==> config.mk <==
export PLATFORM = sky130hd
export DESIGN_NAME = sar_adc_digital_if
export DESIGN_NICKNAME = d
export VERILOG_FILES = /design/src/rtl/sar_if_pkg.sv /design/src/rtl/sar_conv_ctrl.sv /design/src/rtl/sar_result_store.sv /design/src/rtl/sar_out_coder.sv /design/src/rtl/sar_ser_shift.sv /design/src/rtl/sar_adc_digital_if.sv
export SDC_FILE = /design/constraint.sdc
export NUM_CORES = 1
export LEC_CHECK = 0
export CAP_MARGIN = 15
export CORE_ASPECT_RATIO = 1.25
export CORE_UTILIZATION = 62
export DETAILED_ROUTE_END_ITERATION = 12
export DONT_BUFFER_PORTS = 1
export HOLD_SLACK_MARGIN = 0.08
export PLACE_DENSITY_LB_ADDON = 0.2
export SETUP_SLACK_MARGIN = 0.2
export SYNTH_ARGS = -nofsm -noshare
export SYNTH_HDL_FRONTEND = slang
export SYNTH_SLANG_ARGS = --single-unit
==> constraint.sdc <==
create_clock -name clk -period 2.5 [get_ports clk]
set_input_delay 0.75 -clock clk [delete_from_list [all_inputs] [get_ports clk]]
set_output_delay 0.75 -clock clk [all_outputs]
set_load 0.02 [all_outputs]
==> src/rtl/sar_if_pkg.sv <==
package sar_if_pkg;

  // Conversion sequencer phase
  typedef enum logic [0:0] {
    PH_IDLE = 1'b0,
    PH_CONV = 1'b1
  } conv_phase_e;

  // Serial shifter clocking choice
  typedef enum logic [0:0] {
    SCLK_SYS = 1'b0,
    SCLK_EXT = 1'b1
  } ser_clk_e;

endpackage

==> src/rtl/sar_conv_ctrl.sv <==
module sar_conv_ctrl
  import sar_if_pkg::*;
#(
  parameter int unsigned CONV_CYCLES = 8
) (
  input  logic clk,
  input  logic rst_n,
  input  logic cs_n,
  input  logic rd_cnv,
  output logic rdy,
  output logic start_evt,
  output logic start_b2b,
  output logic done_evt
);

  localparam int unsigned CW = $clog2(CONV_CYCLES + 1);
  localparam logic [CW-1:0] CNT_LOAD = CW'(CONV_CYCLES - 1);

  conv_phase_e   phase;
  logic [CW-1:0] cnt;
  logic          cmd_low;
  logic          cmd_low_q;
  logic          just_done;

  // The two control lines act as one level: low only when both are low
  assign cmd_low   = ~(cs_n | rd_cnv);
  assign start_evt = (phase == PH_IDLE) && cmd_low && (!cmd_low_q || just_done);
  assign start_b2b = start_evt && just_done;
  assign done_evt  = (phase == PH_CONV) && (cnt == '0);
  assign rdy       = (phase == PH_IDLE);

  always_ff @(posedge clk or negedge rst_n) begin
    if (!rst_n) begin
      phase     <= PH_IDLE;
      cnt       <= '0;
      cmd_low_q <= 1'b1;
      just_done <= 1'b0;
    end else begin
      cmd_low_q <= cmd_low;
      just_done <= done_evt;
      if (start_evt) begin
        phase <= PH_CONV;
        cnt   <= CNT_LOAD;
      end else if (done_evt) begin
        phase <= PH_IDLE;
      end else if (phase == PH_CONV) begin
        cnt <= cnt - CW'(1);
      end
    end
  end

  AST_START_FROM_CMD: assert property (@(posedge clk) disable iff (!rst_n)
    $fell(rdy) |-> $past(!cs_n && !rd_cnv));

  AST_CONV_COUNTDOWN: assert property (@(posedge clk) disable iff (!rst_n)
    (phase == PH_CONV && cnt != '0) |=> (phase == PH_CONV && cnt == $past(cnt) - CW'(1)));

  AST_CONV_ENDS: assert property (@(posedge clk) disable iff (!rst_n)
    done_evt |=> rdy);

  AST_B2B_RESTART: assert property (@(posedge clk) disable iff (!rst_n)
    (rdy && just_done && cmd_low) |=> !rdy);

endmodule

==> src/rtl/sar_result_store.sv <==
module sar_result_store #(
  parameter int unsigned DW = 12
) (
  input  logic          clk,
  input  logic          rst_n,
  input  logic          start_evt,
  input  logic          start_b2b,
  input  logic          done_evt,
  input  logic [DW-1:0] sample_in,
  output logic [DW-1:0] res_word,
  output logic          res_bad
);

  // In-flight conversion (n) and last completed result
  logic [DW-1:0] pend_word;
  logic          pend_bad;

  always_ff @(posedge clk or negedge rst_n) begin
    if (!rst_n) begin
      pend_word <= '0;
      pend_bad  <= 1'b0;
      res_word  <= '0;
      res_bad   <= 1'b0;
    end else begin
      if (start_evt) begin
        pend_word <= sample_in;
        pend_bad  <= start_b2b;
      end
      if (done_evt) begin
        res_word <= pend_word;
        res_bad  <= pend_bad;
      end
    end
  end

  AST_RESULT_HELD: assert property (@(posedge clk) disable iff (!rst_n)
    !done_evt |=> ($stable(res_word) && $stable(res_bad)));

  AST_PEND_HELD: assert property (@(posedge clk) disable iff (!rst_n)
    !start_evt |=> $stable(pend_word));

endmodule

==> src/rtl/sar_out_coder.sv <==
module sar_out_coder #(
  parameter int unsigned DW = 12
) (
  input  logic          fmt_sb,
  input  logic [DW-1:0] raw,
  output logic [DW-1:0] code
);

  // Offset-binary raw value; two's complement differs only in the top bit
  function automatic logic [DW-1:0] apply_fmt(input logic [DW-1:0] v, input logic sb);
    logic [DW-1:0] flip;
    flip = {1'b1, {(DW-1){1'b0}}};
    return sb ? v : (v ^ flip);
  endfunction

  assign code = apply_fmt(raw, fmt_sb);

endmodule

==> src/rtl/sar_ser_shift.sv <==
module sar_ser_shift
  import sar_if_pkg::*;
#(
  parameter int unsigned DW          = 12,
  parameter int unsigned SYNC_STAGES = 2
) (
  input  logic          clk,
  input  logic          rst_n,
  input  ser_clk_e      clk_mode,
  input  logic          ext_dclk,
  input  logic          load_evt,
  input  logic [DW-1:0] load_word,
  output logic          sdata,
  output logic          sbit_valid
);

  localparam int unsigned BW = $clog2(DW + 1);
  localparam logic [BW-1:0] BITS_FULL = BW'(DW);

  logic [SYNC_STAGES-1:0] dclk_sync;
  logic                   dclk_last;
  logic                   dclk_rise;
  logic                   shift_en;
  logic [DW-1:0]          sh;
  logic [BW-1:0]          bits_left;

  always_ff @(posedge clk or negedge rst_n) begin
    if (!rst_n) begin
      dclk_sync <= '0;
      dclk_last <= 1'b0;
    end else begin
      dclk_sync <= {dclk_sync[SYNC_STAGES-2:0], ext_dclk};
      dclk_last <= dclk_sync[SYNC_STAGES-1];
    end
  end

  assign dclk_rise = dclk_sync[SYNC_STAGES-1] & ~dclk_last;
  assign shift_en  = (clk_mode == SCLK_EXT) ? dclk_rise : 1'b1;

  always_ff @(posedge clk or negedge rst_n) begin
    if (!rst_n) begin
      sh        <= '0;
      bits_left <= '0;
    end else if (load_evt) begin
      sh        <= load_word;
      bits_left <= BITS_FULL;
    end else if (bits_left != '0 && shift_en) begin
      sh        <= {sh[DW-2:0], 1'b0};
      bits_left <= bits_left - BW'(1);
    end
  end

  assign sbit_valid = (bits_left != '0);
  assign sdata      = sh[DW-1] & sbit_valid;

  AST_SER_LOAD_MSB: assert property (@(posedge clk) disable iff (!rst_n)
    load_evt |=> (sbit_valid && sdata == $past(load_word[DW-1])));

  AST_SER_EXT_HOLD: assert property (@(posedge clk) disable iff (!rst_n)
    (clk_mode == SCLK_EXT && !dclk_rise && !load_evt) |=> $stable(bits_left));

endmodule

==> src/rtl/sar_adc_digital_if.sv <==
module sar_adc_digital_if
  import sar_if_pkg::*;
#(
  parameter int unsigned DW          = 12,
  parameter int unsigned CONV_CYCLES = 8,
  parameter int unsigned SYNC_STAGES = 2
) (
  input  logic          clk,
  input  logic          rst_n,
  input  logic          cs_n,
  input  logic          rd_cnv,
  input  logic          fmt_sb,
  input  logic          ext_clk_sel,
  input  logic          ext_dclk,
  input  logic [DW-1:0] sample_in,
  output logic          rdy,
  output logic [DW-1:0] pdata,
  output logic          pdata_oe,
  output logic          pdata_bad,
  output logic          sdata,
  output logic          sbit_valid
);

  logic          start_evt;
  logic          start_b2b;
  logic          done_evt;
  logic [DW-1:0] res_word;
  logic          res_bad;
  logic [DW-1:0] res_code;
  logic          read_on;
  logic          read_q;
  logic          rd_start;
  logic          ser_load;
  ser_clk_e      clk_mode;

  sar_conv_ctrl #(.CONV_CYCLES(CONV_CYCLES)) u_ctrl (
    .clk       (clk),
    .rst_n     (rst_n),
    .cs_n      (cs_n),
    .rd_cnv    (rd_cnv),
    .rdy       (rdy),
    .start_evt (start_evt),
    .start_b2b (start_b2b),
    .done_evt  (done_evt)
  );

  sar_result_store #(.DW(DW)) u_store (
    .clk       (clk),
    .rst_n     (rst_n),
    .start_evt (start_evt),
    .start_b2b (start_b2b),
    .done_evt  (done_evt),
    .sample_in (sample_in),
    .res_word  (res_word),
    .res_bad   (res_bad)
  );

  sar_out_coder #(.DW(DW)) u_coder (
    .fmt_sb (fmt_sb),
    .raw    (res_word),
    .code   (res_code)
  );

  // Read window and its rising edge
  assign read_on  = ~cs_n & rd_cnv;
  assign rd_start = read_on & ~read_q;

  always_ff @(posedge clk or negedge rst_n) begin
    if (!rst_n) read_q <= 1'b0;
    else        read_q <= read_on;
  end

  assign clk_mode = ext_clk_sel ? SCLK_EXT : SCLK_SYS;
  assign ser_load = (clk_mode == SCLK_EXT) ? rd_start : start_evt;

  sar_ser_shift #(.DW(DW), .SYNC_STAGES(SYNC_STAGES)) u_ser (
    .clk        (clk),
    .rst_n      (rst_n),
    .clk_mode   (clk_mode),
    .ext_dclk   (ext_dclk),
    .load_evt   (ser_load),
    .load_word  (res_code),
    .sdata      (sdata),
    .sbit_valid (sbit_valid)
  );

  assign pdata_oe  = read_on;
  assign pdata     = read_on ? res_code : '0;
  assign pdata_bad = read_on & res_bad;

  AST_BUS_OFF_AT_START: assert property (@(posedge clk) disable iff (!rst_n)
    $fell(rdy) |-> $past(!pdata_oe));

endmodule

Yosys cells after proc, flatten, opt, wreduce, memory -nomap -nowiden
Index checks and enable logic that the tools add are counted.

cells by class
  $add $sub $neg = 2
  equal/unequal tests = 1
  mux-type cells = 14
  bitwise operators = 12
  reduce and logical (&&, ||, !) cells = 13

operators by type and width
  operator               number
  $mux W12               4
  $mux W4                5
  $sub A4 B1 Y4 const B  2
  $not A1 Y1             6
  $reduce_bool A2 Y1     3
  $and A1 B1 Y1          5
  $logic_and A1 B1 Y1    5
  $mux W1                5
  $logic_not A4 Y1       1
  $reduce_bool A4 Y1     1
  $ne A2 B2 Y1 const B   1
  $reduce_and A2 Y1      1
  $logic_not A1 Y1       1
  $logic_or A1 B1 Y1     1
  $or A1 B1 Y1           1

storage, ports and cells
  bits in registers = 53
  bits of input ports = 19
  output and inout port bits = 17

Logic depth before layout (Yosys ltp)
Gate-level depths: netlist of the first run.

  depth after elaboration = 6
  gate-level depth with buffers = 7

Hierarchy
From an unflattened synthesis of the first run, not the netlist that was laid out.

second synthesis, totals
  cells, all modules = 196
  area total of the unflattened synthesis = 2532.4 µm²

modules (own cells, without submodules)
  module              instances  cells each  area an instance (µm²)
  sar_result_store    1          54          1041.0
  sar_ser_shift       1          80          889.6
  sar_conv_ctrl       1          32          344.1
  sar_adc_digital_if  1          18          166.4
  sar_out_coder       1          12          91.3

Worst setup path after synthesis of the first run
No wires, ideal clock.

  path kind = in2out
  from = in cs_n
  to = out pdata[11]
  arrival time = 1.611 ns
  setup slack = 0.139 ns
  cell stages on the path = 3
  path buffers = 1
  path through = and2b_2 > clkbuf_1 > and2_1

on the way
  cells in the longest elaborated chain, start to end = 3

ends and longest elaborated chain
  element          RTL line                  RTL
  start, declared  sar_adc_digital_if.sv:10  input logic cs_n,
  $not A1 Y1       sar_adc_digital_if.sv:65  assign read_on = ~cs_n & rd_cnv;
  $and A1 B1 Y1    sar_adc_digital_if.sv:65
  via pdata_oe     sar_adc_digital_if.sv:18  output logic pdata_oe,
  $mux W12         sar_adc_digital_if.sv:88  assign pdata = read_on ? res_code : '0;
  end, declared    sar_adc_digital_if.sv:17  output logic [DW-1:0] pdata,

The timed path passes the listed nets, and every way through them passes these cells.

Worst setup path after layout of the first run
  from = reg u_ser.bits_left[0]
  to = out sdata

on the way
  cells in the longest elaborated chain, start to end = 2

ends and longest elaborated chain
  element                 RTL line                  RTL
  start, declared         sar_ser_shift.sv:25       logic [BW-1:0] bits_left;
  start signal, assigned  sar_ser_shift.sv:49       bits_left <= bits_left - BW'(1);
  $reduce_bool A4 Y1      sar_ser_shift.sv:53       assign sbit_valid = (bits_left != '0);
  $and A1 B1 Y1           sar_ser_shift.sv:54       assign sdata = sh[DW-1] & sbit_valid;
  end, declared           sar_adc_digital_if.sv:20  output logic sdata,

Every way passes these cells.

==> results.toml, run 1 <==
[run_status]
status = "finished, violations left"
violations = "DRC"

[cts]
clkSlewWorstSetupHoldPaths_ns = 0.09
clock_path_buffers = 2
h-tree-depth = 2
post_cts_buffers = 0
tritoncts = "built"
postCtsHoldBufs = 0
cts_resized = 1
clockRootBuffer = "clkbuf_8"
numCtsBuffers = 5
cts_sinks = 53
insertion_delay_ns = 0.30

[finish]
drive_gt1_share_pct = 24.9
diodes = 0
finalNonFillerCells = 228
fin_area_mm2 = 0.00246
nets = 211
synthToLayoutAreaGrowth_pct = 4.62

[floorplan]
die_area_mm2 = 0.00405
die_x_um = 57.1
placementRows = 24
core_area_mm2 = 0.00357
io_pins = 36
start_util_pct = 65.9
dieHeight_um = 70.9

[critical_path]
path_cells = "inv_1, ha_1, nor3b_2, nor2b_1"
cp_slowest_cell = "dfrtp_1"
critPathArrivalTime_ns = 1.46
crit_type = "reg -> out"
startpoint_type = "flop"
required_ns = 1.75
slowest_delay_ns = 0.40
reg2reg_depth = 5
rr_endpoint = "u_store.res_word[0]"
worst-path-max-fanout = 3
r2r_slack_ns = 0.44
cp-end-kind = "output pin"
timing.rr.start = "u_ctrl.cnt[0]"

[sta]
final.setup.tns_ns = 0
period_needed_ns = 2.21
period_share_pct = 88.5
setup_viol = 0
rsz0062_at_grt = "false"
drv_slew = 0
relSlewSlack_pct = 49.0
fmax_mhz = 452
finalClockSkew_ns = 0.0102
hold_viol = 0
tightest_slew_ns = 0.760

[yosys]
ys_ff_latch = 53
synth_top_area_share_pct = 55.3
ys_top_cells_by_count = "dfrtp_1 (52), mux2_2 (20), nand2_1 (16)"
synthDistinctLibCells = 35
syn_nets = 208
synth_most_common_cell = "dfrtp_1"
postSynth.asyncResetShare_pct = 100
avgSynthCellArea_um2 = 12.7
yosys_most_used_dff = "dfrtp_1"
synth_area_mm2 = 0.00235
synth_area_leaders = "dfrtp_1 (55%), mux2_2 (9.6%), mux2i_1 (5.1%), and2_1 (3.7%), mux2_4 (3.2%)"
synth-edff-count = 0
synthCells = 185
seq_area_frac_synth_pct = 56.4
synth_top_area_cell = "dfrtp_1"
ys_warn_count = 0

[global_routing]
groute.usage.overall_pct = 21.5
grt_pass1_vias = 1426
grt-ovfl-total = 0
antenna_found_initial = 0
grt_pass1_wl_um = 6590
grt_max_degree = 54

[placement]
dpl_cell_area_mm2 = 0.00236
post-dp-hpwl_um = 2740
dp.cells = 220
place_congestion = 0.812
port_buffers = 0

[pwr]
power.leakage_uw = 0.00115
cellPowerDensity_mw_per_mm2 = 1120
peakVddDrop_mv = 0.574

[flow_run]
cap_violations = 0

[min_path]
min_path_type = "in -> async"

[route]
vias_per_cell = 5.75
vias = 1310
drt_iter0_drc = 53
drc = 2
ant_nets = 0
wire_per_inst_um = 16.4
drt-total-wl_um = 3740
firstDrtPassIters = 8
## final cells by class
type | instances | area (um^2)
Sequential cell | 53 | 1330
Timing Repair Buffer | 3 | 22.5
Inverter | 7 | 26.3
Clock inverter | 2 | 17.5
Fill cell | 263 | 1110
Clock buffer | 6 | 82.6
Tap cell | 39 | 48.8
Multi-Input combinational cell | 118 | 938
## per-stage QoR
step           util [%]  hold slack (ns)  worst slack [ns]  power (uW)
6_report           68.9            0.130             0.287        2770
2_1_floorplan         -            0.331             0.305        2100
4_1_cts            68.9            0.119             0.264        2790
3_5_place_dp       66.0            0.344             0.144        2280
3_3_place_gp       66.0            0.340             0.232        2200
5_1_grt            68.9            0.111             0.209        2950
## cells by family after synthesis
logic type	count (synthesis)	share of synthesized area, %
AOI/OAI and AO/OA	22	5.63
muxes	37	17.9
and+or+nand+nor	50	12.2
buffers and inverters	14	3.99
DFF	53	56.4
adders and majority gates	4	2.13
xor gates and xnor gates	5	1.86
## worst max path at each step
stage,start,endpoint
finish,u_ser.bits_left[0],sdata
global placement,cs_n,u_ser.sh[11]
floorplan,cs_n,pdata[11]
CTS,u_ser.bits_left[0],sdata
detailed placement,cs_n,u_ser.sh[11]
global route,u_ser.bits_left[0],sdata
## flip-flops by register name (all words and copies together) (netlist names)
register / flops
u_ser.bits_left: 4
u_ser.dclk_sync: 2
u_ser.dclk_last: 1
u_store.pend_word: 12
u_ctrl.just_done: 1
u_store.res_word: 12
u_ctrl.cnt: 4
u_ser.sh: 12
u_ctrl.cmd_low_q: 1
read_q: 1
u_ctrl.phase: 1
u_store.pend_bad: 1
u_store.res_bad: 1
## where the power goes
| part | leakage, uW | total [uW] | switching, uW | internal [uW] |
|---|---|---|---|---|
| clock network | 0.0000518 | 499 | 269 | 230 |
| logic | 0.000450 | 809 | 380 | 429 |
| registers | 0.000651 | 1460 | 237 | 1220 |
## layer usage
layer / up-vias / wire [um] / GRT usage, %
li1: 629 / - / -
met1: 646 / 1560 / 26.0
met2: 28 / 1990 / 38.0
met3: 7 / 143 / 4.20
met4: 0 / 45 / 7.86
met5: - / 0 / 0
## placed cells by master, fill, tap and decap left out, types with 3 or more instances in the layout
cell type / n
nand2_1: 16
o21ai_0: 14
and2_1: 14
clkbuf_8: 6
mux2_2: 20
buf_4: 3
xnor2_1: 4
nand3_1: 3
mux2_4: 5
mux2i_1: 12
ha_1: 4
inv_1: 7
dfrtp_1: 52
## critical path: cells and delay by family (launching register included)
family	cells	cell delay, ns
buffers and inverters	1	0.08
flip-flops	1	0.40
adder cells (fa/ha/maj)	1	0.19
AND/OR/NAND/NOR	2	0.51
(Power assumes the default switching activity.)
==> inputs of run 2 (changes only) <==
--- a/config.mk
+++ b/config.mk
@@ -7,11 +7,11 @@
 export LEC_CHECK = 0
 export CAP_MARGIN = 15
 export CORE_ASPECT_RATIO = 1.25
-export CORE_UTILIZATION = 62
+export CORE_UTILIZATION = 53
 export DETAILED_ROUTE_END_ITERATION = 12
-export DONT_BUFFER_PORTS = 1
 export HOLD_SLACK_MARGIN = 0.08
 export PLACE_DENSITY_LB_ADDON = 0.2
+export RECOVER_POWER = 50
 export SETUP_SLACK_MARGIN = 0.2
 export SYNTH_ARGS = -nofsm -noshare
 export SYNTH_HDL_FRONTEND = slang
==> results.toml, run 2 (same netlist as run 1, synthesis figures left out) <==
[finish]
nets = 257
final_cell_mix = "dfrtp_1 (52), mux2_2 (20), nand2_1 (16)"
synthToLayoutAreaGrowth_pct = 26.0
diodes = 0
top_regs = "u_ser.sh (12), u_store.pend_word (12), u_store.res_word (12)"
layout_commonest_cell = "dfrtp_1"
drive_gt1_share_pct = 35.3

[global_routing]
grt_max_degree = 33
grt_pass1_wl_um = 7350
grt_pass1_vias = 1623
antenna_found_initial = 0
grt-ovfl-total = 0
groute.usage.overall_pct = 21.3

[route]
vias_per_cell = 5.20
drt-total-wl_um = 4340
wire_per_inst_um = 14.9
vias = 1512
firstDrtPassIters = 4
drt_iter0_drc = 52
drc = 0
ant_nets = 0

[cts]
insertion_delay_ns = 0.31
postCtsHoldBufs = 0
h-tree-depth = 2
tritoncts = "built"
clkSlewWorstSetupHoldPaths_ns = 0.09
clockRootBuffer = "clkbuf_8"
clock_path_buffers = 2
cts_sinks = 53
numCtsBuffers = 5

[sta]
drv_slew = 0
worst_slack_ns = 0.121
period_needed_ns = 2.38
setup_viol = 0
fmax_mhz = 420
relSlewSlack_pct = 13.3
finalClockSkew_ns = 0.00885
hold_viol = 0
rsz0062_at_grt = "false"
tightest_slew_ns = 1.30
period_share_pct = 95.2

[critical_path]
crit_buf_inv = 2
worst-path-max-fanout = 7
r2r_slack_ns = 0.45
crit_family = "simple AND/OR/NAND/NOR gates"
cp_slowest_cell = "clkdlybuf4s25_1"
cp-end-kind = "output pin"
required_ns = 1.75
rr_endpoint = "u_store.res_word[1]"
critPathArrivalTime_ns = 1.63
path_cells = "clkdlybuf4s25_1, and2b_2, and2_1, buf_4"
reg2reg_depth = 5
startpoint_type = "input port"
crit_type = "in -> out"
timing.rr.start = "u_ctrl.cnt[0]"
slowest_delay_ns = 0.28

[floorplan]
die_x_um = 61.6
start_util_pct = 56.6
io_pins = 36
core_area_mm2 = 0.00416
dieHeight_um = 76.5
die_area_mm2 = 0.00472
placementRows = 26

[pwr]
power.leakage_uw = 0.00142
fin_total_pwr_uw = 3040
peakVddDrop_mv = 0.766
cellPowerDensity_mw_per_mm2 = 1020

[min_path]
hold_end = "u_ser.dclk_sync[1]"
min_path_type = "reg -> reg"
hold_depth = 0
min_from = "u_ser.dclk_sync[0]"

[placement]
place_congestion = 0.753
post-dp-hpwl_um = 3150
pre_cts_slack_ns = -0.571
port_buffers = 35

[run_status]
status = "finished, final reports clean"

[flow_run]
cap_violations = 0
run 2: power breakdown:
group          total, uW  internal [uW]  switching (uW)
Sequential          1460           1220             244
Combinational       1010            578             432
Clock                561            297             264
Total               3040           2090             940
run 2: timing repair:
item,in CTS,in global routing
pin swaps,3,0
setup buffers,1,2
gates cloned,1,0
endpoints found under the hold margin,0,0
setup endpoints to repair,16,6
resized for setup,98,3
run 2: per-stage QoR:
stage | std cells | setup TNS, ns | cell area, um^2 | util, % | hold WS [ns]
detailed placement | 279 | -8.37 | 2820 | 67.6 | 0.343
global route | 291 | 0 | 2970 | 71.3 | 0.367
floorplan | 185 | 0 | 2360 | - | 0.331
global placement | 279 | -7.25 | 2820 | 67.6 | 0.340
finish | 291 | 0 | 2970 | 71.3 | 0.361
CTS | 289 | 0 | 2960 | 71.2 | 0.365
run 2: per-layer routing:
layer  vias up  wire [um]  GRT usage (%)
met2        23       2400           37.1
met3         5        117           4.92
li1        725          -              -
met4         0         43           5.78
met5         -          0              0
met1       759       1770           25.3
run 2: final cells by class:
| cell class | count | area (um^2) |
|---|---|---|
| tap | 56 | 70.1 |
| clock inverter | 2 | 35.0 |
| timing repair buffer | 48 | 454 |
| sequential | 53 | 1330 |
| fill | 333 | 1200 |
| clock buffer | 6 | 72.6 |
| inverter | 7 | 26.3 |
| multi-input combinational | 119 | 982 |
run 2: worst register-to-register path, stage by stage (launching register included):
cell,delay [ns]
dfrtp_1,0.39
inv_1,0.12
ha_1,0.16
or3b_2,0.51
nor2_4,0.36
mux2_2,0.39
run 2: how the worst max path moves through the flow:
stage,startpoint,end,cells after the start
finish,rd_cnv,pdata[0],4
global route,rd_cnv,pdata[10],4
CTS,u_ser.bits_left[0],sbit_valid,5
detailed placement,rd_cnv,pdata[9],4
global placement,cs_n,pdata[3],4
floorplan,cs_n,pdata[11],3
==> inputs of run 3 (changes only) <==
--- a/config.mk
+++ b/config.mk
@@ -7,7 +7,7 @@
 export LEC_CHECK = 0
 export CAP_MARGIN = 15
 export CORE_ASPECT_RATIO = 1.25
-export CORE_UTILIZATION = 53
+export CORE_UTILIZATION = 54
 export DETAILED_ROUTE_END_ITERATION = 12
 export HOLD_SLACK_MARGIN = 0.08
 export PLACE_DENSITY_LB_ADDON = 0.2
@@ -15,4 +15,5 @@
 export SETUP_SLACK_MARGIN = 0.2
 export SYNTH_ARGS = -nofsm -noshare
 export SYNTH_HDL_FRONTEND = slang
+export SYNTH_HIERARCHICAL = 1
 export SYNTH_SLANG_ARGS = --single-unit
==> constraint.sdc (replaced) <==
create_clock -name clk -period 2.3 [get_ports clk]
set_input_delay 0.69 -clock clk [delete_from_list [all_inputs] [get_ports clk]]
set_output_delay 0.69 -clock clk [all_outputs]
set_load 0.02 [all_outputs]
==> results.toml, run 3 <==
[global_routing]
groute.usage.overall_pct = 21.1
grt_max_degree = 54
grt_pass1_vias = 1678
grt_pass1_wl_um = 7890
grt-ovfl-total = 0
antenna_found_initial = 0

[finish]
final_cell_mix = "dfrtp_1 (52), mux2_4 (20), buf_4 (15)"
nets = 267
diodes = 0
finalNonFillerCells = 303
synthToLayoutAreaGrowth_pct = 25.0
drive_gt1_share_pct = 41.6
fillCellCount = 311
layout_commonest_cell = "dfrtp_1"
top_regs = "u_ser/sh (12), u_store/pend_word (12), u_store/res_word (12)"

[sta]
hold_viol = 0
rsz0062_at_grt = "true"
tightest_slew_ns = 1.27
period_needed_ns = 2.13
finalClockSkew_ns = 0.0105
drv_slew = 0
worst_slack_ns = 0.172
relSlewSlack_pct = 15.1
period_share_pct = 92.5
setup_viol = 0
fmax_mhz = 470

[yosys]
seq_area_frac_synth_pct = 52.4
synth_area_mm2 = 0.00253
synthCells = 196
ys_warn_count = 6
syn_nets = 219
avgSynthCellArea_um2 = 12.9
synthDistinctLibCells = 38
synth_most_common_cell = "dfrtp_1"
yosys_most_used_dff = "dfrtp_1"
synth_top_area_cell = "dfrtp_1"
ys_ff_latch = 53
ys_top_cells_by_count = "dfrtp_1 (52), mux2_4 (20), and2_2 (13), mux2i_1 (13), nand2_1 (13)"
synth_top_area_share_pct = 51.4
postSynth.asyncResetShare_pct = 100
synth_area_leaders = "dfrtp_1 (51%), mux2_4 (12%), mux2i_1 (5.1%), and2_2 (3.9%), buf_4 (3.6%)"
synth-edff-count = 0

[placement]
post-dp-hpwl_um = 3180
pre_cts_slack_ns = -0.658
place_congestion = 0.759
dp.cells = 283
port_buffers = 35

[route]
vias_per_cell = 5.20
wire_per_inst_um = 15.7
drt_iter0_drc = 66
drc = 0
vias = 1577
drt-total-wl_um = 4760
firstDrtPassIters = 4
ant_nets = 0

[run_status]
status = "finished, final reports clean"

[pwr]
peakVddDrop_mv = 0.664
fin_total_pwr_uw = 3650
cellPowerDensity_mw_per_mm2 = 1150
power.leakage_uw = 0.00152

[critical_path]
worst-path-max-fanout = 4
path_cells = "buf_6, nor2b_4, clkbuf_1, and2_2, buf_2"
slowest_delay_ns = 0.19
critPathArrivalTime_ns = 1.44
startpoint_type = "input port"
cp-end-kind = "output pin"
cp_slowest_cell = "clkbuf_1"
crit_type = "in -> out"
required_ns = 1.61

[floorplan]
placementRows = 27
die_area_mm2 = 0.00497
io_pins = 36
core_area_mm2 = 0.00446
die_x_um = 63.3
start_util_pct = 56.8
dieHeight_um = 78.6

[cts]
cts_sinks = 53
clock_path_buffers = 2
insertion_delay_ns = 0.31
clkSlewWorstSetupHoldPaths_ns = 0.10
tritoncts = "built"
postCtsHoldBufs = 0
numCtsBuffers = 5
clockRootBuffer = "clkbuf_8"
h-tree-depth = 2

[min_path]
min_path_type = "reg -> reg"

[flow_run]
cap_violations = 0
[run 3: changes by cell type in the layout (fill, tap and decap cells not counted), moves of 3 or more]
cell / previous run / this run
and2_2: 0 / 10
buf_4: 11 / 15
nand2_1: 16 / 13
inv_2: 0 / 3
inv_1: 7 / 3
o21ai_0: 14 / 10
nor2_1: 2 / 5
o21ai_1: 0 / 3
and2_4: 8 / 3
and2_1: 6 / 0
mux2_2: 20 / 7
mux2_4: 5 / 20
buf_6: 8 / 11
[run 3: critical path, delay by kind of cell]
| kind | cells | cell delay, ns |
|---|---|---|
| buf+inv | 3 | 0.45 |
| simple gates | 2 | 0.29 |
[run 3: final timing paths]
check | end | slack (ns) | cells past startpoint | startpoint
max reg2reg | u_store/res_word[9] | 0.29 | 5 | u_ctrl/cnt[0]
max in group asynchronous | u_store/pend_word[4] | 0.80 | 2 | rst_n
max | pdata[0] | 0.17 | 5 | cs_n
min in group asynchronous | u_ser/dclk_last | 0.70 | 2 | rst_n
min reg2reg | u_ser/dclk_sync[1] | 0.37 | 0 | u_ser/dclk_sync[0]
min | u_ser/dclk_sync[1] | 0.37 | 0 | u_ser/dclk_sync[0]
[run 3: final cells by class]
class                   instances  area [um^2]  share of cell area (%)
clock buffers                   5         68.8                    2.17
clock inverters                 3         65.1                    2.06
inverters                       6         22.5                   0.711
multi-input cells             118         1070                    34.0
flip-flops and latches         53         1330                    41.9
well taps                      58         72.6                    2.29
repair buffers                 60          534                    16.9
[run 3: what timing repair did]
| action | in CTS | in global routing |
|---|---|---|
| pin swaps | 1 | 2 |
| cloned | 1 | 0 |
| setup endpoints to repair | 40 | 11 |
| buffers inserted | 8 | 3 |
| gates resized for setup | 95 | 10 |
[run 3: stage by stage]
| step | hold slack (ns) | util [%] | cell area [um^2] | TNS (ns) |
|---|---|---|---|---|
| final | 0.369 | 71.0 | 3170 | 0 |
| after global routing | 0.377 | 71.0 | 3170 | 0 |
| after detailed placement | 0.350 | 66.0 | 2940 | -12.28 |
| after global placement | 0.342 | 66.0 | 2940 | -10.93 |
| after CTS | 0.370 | 70.4 | 3140 | 0 |
| after floorplan | 0.331 | - | 2530 | 0 |
[run 3: per-layer routing]
layer | share of wire (%) | vias to the layer above | global-route usage [%]
met3 | 2.9 | 10 | 4.51
met5 | 0 | - | 0
met2 | 54 | 33 | 35.9
li1 | - | 749 | -
met4 | 2.3 | 0 | 9.32
met1 | 41 | 785 | 25.5
[run 3: where the power goes]
group / switching [uW] / internal [uW] / total, uW
Sequential: 296 / 1320 / 1610
Clock: 301 / 432 / 733
Combinational: 510 / 792 / 1300
[run 3: logic make-up (layout without fill, tap and decap cells)]
family	after synthesis	in the layout	share of synthesized area, %
DFF	53	53	52.4
and+or+nand+nor	47	48	11.3
AOI/OAI and AO/OA	24	24	6.08
muxes	40	40	20.1
adders and majority gates	4	4	1.98
buffers and inverters	26	74	7.46
xor gates and xnor gates	2	2	0.692
